**src/rtl/sbs_pkg.sv**
```systemverilog
package sbs_pkg;
  typedef enum logic {
    FORM_BEGIN = 1'b0,
    FORM_END   = 1'b1
  } form_e;
endpackage

```
**src/rtl/sbs_lane_mask.sv**
```systemverilog
module sbs_lane_mask
  import sbs_pkg::*;
#(
  parameter int NBYTES = 4,
  parameter int OFF_W  = 2
) (
  input  form_e             form_i,
  input  logic [OFF_W-1:0]  off_i,
  output logic [NBYTES-1:0] be_o,
  output logic              probe_o
);
  // Lane j (offset from word start) maps to enable bit NBYTES-1-j.
  for (genvar j = 0; j < NBYTES; j++) begin : g_lane
    localparam logic [OFF_W-1:0] LaneOff = OFF_W'(j);
    assign be_o[NBYTES-1-j] = (form_i == FORM_BEGIN) ? (LaneOff >= off_i)
                                                     : (LaneOff <  off_i);
  end

  assign probe_o = (form_i == FORM_END) && (off_i == '0);
endmodule

```
**src/rtl/sbs_lane_data.sv**
```systemverilog
module sbs_lane_data #(
  parameter int NBYTES = 4,
  localparam int DataW = NBYTES * 8
) (
  input  logic [NBYTES-1:0] be_i,
  input  logic [DataW-1:0]  val_i,
  output logic [DataW-1:0]  wdata_o
);
  for (genvar k = 0; k < NBYTES; k++) begin : g_lane
    assign wdata_o[8*k +: 8] = be_i[k] ? val_i[8*k +: 8] : 8'h00;
  end
endmodule

```
**src/rtl/sbs_out_reg.sv**
```systemverilog
module sbs_out_reg #(
  parameter int ADDR_W = 32,
  parameter int NBYTES = 4,
  localparam int DataW = NBYTES * 8
) (
  input  logic              clk_i,
  input  logic              rst_ni,
  input  logic              req_i,
  input  logic [ADDR_W-1:0] waddr_i,
  input  logic [NBYTES-1:0] be_i,
  input  logic [DataW-1:0]  wdata_i,
  input  logic              probe_i,
  output logic              valid_o,
  output logic [ADDR_W-1:0] waddr_o,
  output logic [NBYTES-1:0] be_o,
  output logic [DataW-1:0]  wdata_o,
  output logic              probe_o
);
  always_ff @(posedge clk_i or negedge rst_ni) begin
    if (!rst_ni) begin
      valid_o <= 1'b0;
      be_o    <= '0;
      probe_o <= 1'b0;
      waddr_o <= '0;
      wdata_o <= '0;
    end else begin
      valid_o <= req_i;
      be_o    <= req_i ? be_i : '0;
      probe_o <= req_i & probe_i;
      if (req_i) begin
        waddr_o <= waddr_i;
        wdata_o <= wdata_i;
      end
    end
  end
endmodule

```
**src/rtl/sbs_store_steer.sv**
```systemverilog
module sbs_store_steer
  import sbs_pkg::*;
#(
  parameter int ADDR_W = 32,
  parameter int DATA_W = 32,
  localparam int NBYTES = DATA_W / 8,
  localparam int OFF_W  = $clog2(NBYTES)
) (
  input  logic              clk_i,
  input  logic              rst_ni,
  input  logic              req_i,
  input  logic              end_sel_i,
  input  logic [ADDR_W-1:0] addr_i,
  input  logic [DATA_W-1:0] data_i,
  output logic              valid_o,
  output logic [ADDR_W-1:0] waddr_o,
  output logic [NBYTES-1:0] be_o,
  output logic [DATA_W-1:0] wdata_o,
  output logic              probe_o
);
  form_e             form;
  logic [NBYTES-1:0] be_d;
  logic [DATA_W-1:0] wdata_d;
  logic              probe_d;
  logic [ADDR_W-1:0] waddr_d;

  assign form    = form_e'(end_sel_i);
  assign waddr_d = {addr_i[ADDR_W-1:OFF_W], {OFF_W{1'b0}}};

  sbs_lane_mask #(.NBYTES(NBYTES), .OFF_W(OFF_W)) u_mask (
    .form_i  (form),
    .off_i   (addr_i[OFF_W-1:0]),
    .be_o    (be_d),
    .probe_o (probe_d)
  );

  sbs_lane_data #(.NBYTES(NBYTES)) u_data (
    .be_i    (be_d),
    .val_i   (data_i),
    .wdata_o (wdata_d)
  );

  sbs_out_reg #(.ADDR_W(ADDR_W), .NBYTES(NBYTES)) u_oreg (
    .clk_i   (clk_i),
    .rst_ni  (rst_ni),
    .req_i   (req_i),
    .waddr_i (waddr_d),
    .be_i    (be_d),
    .wdata_i (wdata_d),
    .probe_i (probe_d),
    .valid_o (valid_o),
    .waddr_o (waddr_o),
    .be_o    (be_o),
    .wdata_o (wdata_o),
    .probe_o (probe_o)
  );
endmodule

```
**config.mk**
```make
export PLATFORM = sky130hd
export DESIGN_NAME = sbs_store_steer
export DESIGN_NICKNAME = d
export VERILOG_FILES = /design/src/rtl/sbs_pkg.sv /design/src/rtl/sbs_lane_mask.sv /design/src/rtl/sbs_lane_data.sv /design/src/rtl/sbs_out_reg.sv /design/src/rtl/sbs_store_steer.sv
export SDC_FILE = /design/constraint.sdc
export NUM_CORES = 1
export LEC_CHECK = 0
export ABC_CLOCK_PERIOD_IN_PS = 2500
export BUFFER_PORTS_ARGS = -buffer_cell sky130_fd_sc_hd__buf_2
export CAP_MARGIN = 30
export CORE_UTILIZATION = 31
export CTS_BUF_LIST = sky130_fd_sc_hd__clkbuf_2 sky130_fd_sc_hd__clkbuf_4 sky130_fd_sc_hd__clkbuf_8
export DETAILED_ROUTE_END_ITERATION = 7
export PLACE_DENSITY_LB_ADDON = 0.3
export SETUP_SLACK_MARGIN = 0.02
export SLEW_MARGIN = 20
export SYNTH_ARGS = -nofsm -noshare
export SYNTH_HDL_FRONTEND = slang
export SYNTH_SLANG_ARGS = --single-unit
```
**constraint.sdc**
```tcl
create_clock -name clk_i -period 2.5 [get_ports clk_i]
set_clock_uncertainty 0.15 [all_clocks]
set_input_delay 0.125 -clock clk_i [delete_from_list [all_inputs] [get_ports clk_i]]
set_output_delay 0.125 -clock clk_i [all_outputs]
set_load 0.02 [all_outputs]
```
==> run summary, run 1 <==
gpl congestion - 0.6568
max incr delay on CP - 390 ps
via count - 2215
via/cell ratio - 4.395
critical path arrival - 890 ps
Setup TNS - 0 ps
Clk Latency, worst-skew pair - 330 ps
outcome - finished clean
P_leak - 2.097 nW
first-pass iteration count of the detailed router - 6
Routed Antenna Nets - 0
gr ovfl total - 0
CTS sink cnt - 68
sequential fraction of the synthesis area - 64.79%
Req. time, crit path - 2230 ps
Post-synth EDFFs - 0
cell type with the largest total area after synthesis - dfrtp_1
core area - 8217 um2
crit path time final - 1169 ps
Crit. End Element - primary output
Die Span Y - 94.04 um
initial antenna violation count - 0
Core Util, Final - 51.03%
Worst VDD drop - 0.2397 mV
final setup vio count - 0
number of CTS-inserted buffers - 9
Final Power - 0.002610 W
Ys Warns - 0
worst path bufs/invs - 1
Final #Nets - 464
chip width - 94.04 um
depth of the CTS H-tree - 3
count leader, synth - dfrtp_1
top cell family by delay on the critical path - flip-flops
Area Overhead vs Synth - 59.65%
CTS tree - done
Non-Filler Instances - 504
WHS - 65.76 ps
crit path launch type - flop
fill count - 747
Post-synth ARST share - 100.0%
period utilization - 46.75%
Root Driver - clkbuf_8
crit path kind - reg -> out
# port buffers - 135
fmax - 855.5 MHz
Residual DRC - 0
proportion of layout cells with a drive suffix above 1 - 46.87%
placement row count - 33
number of global-route vias before repair - 2163
n_diodes - 0
gr usage total - 15.36%
global-route wire length before repair - 10230 um
Synth top cells by count - dfrtp_1 (68), mux2_2 (30), inv_1 (16), nand2_1 (16)
crit path max fanout - 2
synth top area cells - dfrtp_1 (65%), mux2_2 (13%), a22o_1 (2.7%), o2bb2ai_1 (2.7%), o32ai_1 (2.7%)
Primary FF master, synth - dfrtp_1
reg-to-reg slack, setup - 1580 ps
fin. max-slew vios - 0
crit-path cells - buf_2
I/O pin cnt - 138
drt initial violations - 77
HPWL Detailed - 4088 um
unrepaired setup endpoints after global routing - no
Clock Path Buffers - 2
number of distinct library cells after synthesis - 23
final wirelength - 6494 um
Placed Cells - 426
top cell type's share of synthesized area - 64.79%
CTS clk-pin slew, worst paths - 70 ps
slowest library cell on the worst path - dfrtp_1
Mapped Area - 2626 um2
Pwr Density - 622.4 nW/um2
Fin. Hold Viols - 0
hold crit path type - in -> reg
max-cap violation count - 0
area of the die - 8844 um2
Mean Syn Cell Area - 13.40 um2
DR WL/cell - 12.88 um
Synth Register Bits - 68
CTS resizes - 0
Syn Inst Count - 196
largest net degree at the start of global routing - 76
Initial Utilization - 31.96%
-- what timing repair did --
item                      4_1_cts  5_1_grt
setup buffers                   0        0
hold buffers                   63        0
hold endpoints to repair      100        0
-- sequential cells by signal, summed over array words and instances (netlist names) --
name	flops
u_oreg.be_o	4
u_oreg.waddr_o	30
u_oreg.probe_o	1
u_oreg.wdata_o	32
u_oreg.valid_o	1
-- final timing paths --
path / start / to / cells past startpoint
max: u_oreg.wdata_o[18] / wdata_o[18] / 1
min: addr_i[1] / u_oreg.be_o[2] / 3
max reg2reg: u_oreg.waddr_o[29] / u_oreg.waddr_o[29] / 1
min reg2reg: u_oreg.wdata_o[20] / u_oreg.wdata_o[20] / 1
max in group asynchronous: rst_ni / u_oreg.waddr_o[10] / 3
min in group asynchronous: rst_ni / u_oreg.waddr_o[6] / 2
-- where the power goes --
group	total (W)	leakage, nW	internal [W]	switching [W]
logic	0.000552	1.17	0.000254	0.000299
clock network	0.000807	0.0872	0.000405	0.000402
registers	0.00125	0.843	0.00120	0.0000488
-- per-stage QoR --
step                cell area (um2)  setup WS (ps)
floorplan                      2630           1430
global route                   4193           1188
CTS                            4193           1298
global placement               3386           1195
detailed placement             3386           1174
finish                         4193           1331
-- per-layer routing --
layer / vias to the layer above / wire (um) / share of wire [%] / GRT usage, %
met3: 14 / 446 / 6.9 / 5.016
met5: - / 0 / 0 / 0
met1: 1034 / 2835 / 44 / 19.10
met2: 99 / 3106 / 48 / 24.70
met4: 0 / 107 / 1.6 / 5.897
li1: 1068 / - / - / -
-- placed cells by master (no fill, tap or decap) --
| cell type | netlist | final |
|---|---|---|
| a21boi_2 | 1 | 1 |
| a22o_1 | 8 | 8 |
| and2_1 | 2 | 2 |
| and2b_2 | 1 | 1 |
| and3b_1 | 1 | 1 |
| buf_12 | 0 | 1 |
| buf_2 | 6 | 135 |
| buf_4 | 5 | 2 |
| clkbuf_8 | 0 | 11 |
| clkinv_2 | 0 | 2 |
| clkinvlp_4 | 0 | 2 |
| conb_1 | 1 | 2 |
| dfrtp_1 | 68 | 68 |
| dlygate4sd3_1 | 0 | 63 |
| ha_1 | 1 | 1 |
| inv_1 | 16 | 16 |
| inv_2 | 1 | 1 |
| mux2_2 | 30 | 30 |
| nand2_1 | 16 | 16 |
| nand3_1 | 8 | 8 |
| nor2_1 | 2 | 2 |
| nor3_1 | 1 | 1 |
| o21ai_0 | 8 | 8 |
| o2bb2ai_1 | 8 | 8 |
| o32ai_1 | 8 | 8 |
| xor2_2 | 1 | 1 |
-- cell families after synthesis --
| group | Yosys count | share of synthesized area (%) |
|---|---|---|
| multiplexers | 30 | 12.86 |
| XOR/XNOR | 1 | 0.6195 |
| AO/OA/AOI/OAI | 33 | 9.957 |
| AND/OR/NAND/NOR | 31 | 5.431 |
| other | 1 | 0.1428 |
| flip-flops | 68 | 64.79 |
| adder cells (fa/ha/maj) | 1 | 0.4763 |
| buffers and inverters | 31 | 5.717 |
-- area by class of cell --
class,instances,area (um2),share of cell area (%)
well taps,105,131.4,3.133
clock inverters,4,25.02,0.5968
inverters,17,63.81,1.522
repair buffers,201,1341,31.99
flip-flops and latches,68,1702,40.58
multi-input cells,98,778.2,18.56
clock buffers,11,151.4,3.611
Power figures use the tool's default switching activity.
==> run 2, diff against run 1 <==
--- a/config.mk
+++ b/config.mk
@@ -5,7 +5,7 @@
 export SDC_FILE = /design/constraint.sdc
 export NUM_CORES = 1
 export LEC_CHECK = 0
-export ABC_CLOCK_PERIOD_IN_PS = 2500
+export ABC_CLOCK_PERIOD_IN_PS = 950
 export BUFFER_PORTS_ARGS = -buffer_cell sky130_fd_sc_hd__buf_2
 export CAP_MARGIN = 30
 export CORE_UTILIZATION = 31
==> constraint.sdc (replaced) <==
create_clock -name clk_i -period 0.95 [get_ports clk_i]
set_clock_uncertainty 0.15 [all_clocks]
set_input_delay 0.0475 -clock clk_i [delete_from_list [all_inputs] [get_ports clk_i]]
set_output_delay 0.0475 -clock clk_i [all_outputs]
set_load 0.02 [all_outputs]
==> run 2 against run 1 <==
  * The run now ends with hold timing, setup timing left
  * Sequential cell count stayed put
  * Die area stayed put
  * Sequential share of layout area is 5.4 points lower
  * Critical path depth stayed put
  * Clock power grew to 3.0 times the previous value
  * Sequential power grew to 2.7 times the previous value
  * Critical endpoint is now waddr_o[8]
  * Highest routed layer unchanged
==> run summary, run 2 (synthesis results as in run 1) <==
sw frac - 26.26% (was 28.73%)
Crit. End Element - primary output (unchanged)
Core Util, Final - 60.45% (was 51.03%)
Clock Path Buffers - 2 (unchanged)
max-cap violation count - 0 (unchanged)
fmax - 924.7 MHz
HPWL Detailed - 4311 um (was 4088 um)
Initial Utilization - 31.96% (unchanged)
hold crit path type - in -> reg (unchanged)
Non-Filler Instances - 531 (was 504)
n_diodes - 0 (unchanged)
violated checks - hold timing, setup timing
CTS sink cnt - 68 (unchanged)
Root Driver - clkbuf_8 (unchanged)
final worst setup slack - -131.4 ps (was 1331 ps)
proportion of layout cells with a drive suffix above 1 - 59.15% (was 46.87%)
WHS - -29.55 ps (was 65.76 ps)
number of global-route vias before repair - 2449 (was 2163)
crit path time final - 1081 ps
depth of the CTS H-tree - 3 (unchanged)
post-route cell area - 4967 um2 (was 4193 um2)
area of the die - 8844 um2 (unchanged)
Reg power frac - 43.7% (was 47.9%)
crit-path cells - buf_6 (was buf_2)
number of CTS-inserted buffers - 9 (unchanged)
crit path launch type - flop (unchanged)
Routed Antenna Nets - 0 (unchanged)
Final #Nets - 490 (was 464)
placement row count - 33 (unchanged)
period utilization - 113.8%
most common cell after layout, fill and taps aside - buf_6 (was buf_2)
final wirelength - 7379 um (was 6494 um)
initial antenna violation count - 0 (unchanged)
gr ovfl total - 0 (unchanged)
cts hold-fix bufs - 64 (was 63)
gr usage total - 17.08% (was 15.36%)
most frequent cells in the layout - buf_6 (74), buf_2 (67), dlygate4sd3_1 (64) (was buf_2 (135), dfrtp_1 (68), dlygate4sd3_1 (63))
Largest register FFs - 32 (unchanged)
via/cell ratio - 4.452 (was 4.395)
Gate power share - 25.4% (was 21.2%)
critical path arrival - 880 ps (was 890 ps)
top flop regs - u_oreg.wdata_o: 32 flops, u_oreg.waddr_o: 30 flops, u_oreg.be_o: 4 flops (unchanged)
Top reg by flops - u_oreg.wdata_o (unchanged)
clock power share - 30.9% (about the same)
DR WL/cell - 13.90 um (was 12.88 um)
Psw - 0.002037 W (was 0.0007497 W)
unrepaired setup endpoints after global routing - yes (was no)
largest net degree at the start of global routing - 36 (was 76)
# port buffers - 135 (unchanged)
dpl cell area - 3546 um2 (was 3386 um2)
outcome - finished with violations (was finished clean)
Residual DRC - 0 (unchanged)
I/O pin cnt - 138 (unchanged)
slowest library cell on the worst path - dfrtp_2 (was dfrtp_1)
chip width - 94.04 um (unchanged)
gpl congestion - 0.6619 (was 0.6568)
crit path max fanout - 2 (unchanged)
core area - 8217 um2 (unchanged)
via count - 2364 (was 2215)
fin. max-slew vios - 0 (unchanged)
top cell family by delay on the critical path - flip-flops (unchanged)
CTS clk-pin slew, worst paths - 70 ps (about the same)
Placed Cells - 436 (was 426)
Req. time, crit path - 750 ps (was 2230 ps)
Clk Latency, worst-skew pair - 330 ps (about the same)
worst path bufs/invs - 1 (unchanged)
final setup vio count - 75 (was 0)
drt initial violations - 107 (was 77)
crit path kind - reg -> out (unchanged)
Final Power - 0.007756 W (was 0.002610 W)
CTS tree - done (unchanged)
Worst VDD drop - 0.8127 mV (was 0.2397 mV)
first-pass iteration count of the detailed router - 4 (was 6)
P_leak - 2.352 nW (was 2.097 nW)
Pwr Density - 1561 nW/um2 (was 622.4 nW/um2)
Fin. Hold Viols - 1 (was 0)
Area Overhead vs Synth - 89.14% (was 59.65%)
Die Span Y - 94.04 um (unchanged)
max incr delay on CP - 420 ps (was 390 ps)
Int Pwr - 0.005719 W (was 0.001860 W)
global-route wire length before repair - 11380 um (was 10230 um)
-- run 2: cell types whose count changed in the layout (fill, tap and decap cells not counted), sizes merged --
cell / change
clkinvlp: -2
bufinv: +1
dlygate4sd3: +1
buf: +25
clkinv: -1
clkbuf: +3
-- run 2: routing by layer --
metal  share of wire, %  GRT usage (%)  vias up  wire length [um]
met5                  0              0        -                 0
met4                1.0          4.615        0                75
met3                6.4          7.282       10               470
met2                 53          30.72       94              3878
met1                 40          18.15     1138              2955
li1                   -              -     1122                 -
-- run 2: worst min-delay path: stages --
cell and delay, ps:
buf_2 120, ha_1 140, and2_1 100
-- run 2: path summary, 6_finish.rpt --
path,start,end,slack (ps),cells after the start
max,u_oreg.waddr_o[8],waddr_o[8],-130,1
min,end_sel_i,u_oreg.probe_o,-30,3
max reg2reg,u_oreg.waddr_o[24],u_oreg.waddr_o[24],-120,2
min reg2reg,u_oreg.wdata_o[22],u_oreg.wdata_o[22],360,1
max in group asynchronous,rst_ni,u_oreg.waddr_o[13],320,3
min in group asynchronous,rst_ni,u_oreg.waddr_o[27],120,3
-- run 2: timing repair --
item                                   in CTS  in global routing
pin swaps                                   0                  3
gates resized for setup                   136                 12
setup buffers                               4                 11
setup endpoints to repair                  69                 99
endpoints found under the hold margin     132                  1
-- run 2: final cells by class --
class / count / area [um2]
fillers: 626 / 3249
repair buffers: 227 / 2024
flip-flops and latches: 68 / 1749
multi-input cells: 98 / 795.8
clock buffers: 14 / 167.7
well taps: 105 / 131.4
inverters: 17 / 63.81
clock inverters: 2 / 35.03
-- run 2: metrics by stage --
stage / setup TNS (ps) / setup WS, ps
3_3_place_gp: -7126 / -156.7
5_1_grt: -11430 / -181.7
6_report: -7927 / -131.4
4_1_cts: -9274 / -154.8
2_1_floorplan: -400.1 / -13.34
3_5_place_dp: -8397 / -180.0
-- run 2: power by group through the flow --
stage,combinational (W),clock (W),sequential [W]
after detailed placement,0.00132,0,0.00337
final,0.00197,0.00240,0.00339
after floorplan,0.000387,0,0.00372
after CTS,0.00186,0.00249,0.00339
after global routing,0.00210,0.00261,0.00342
after global placement,0.00130,0,0.00336
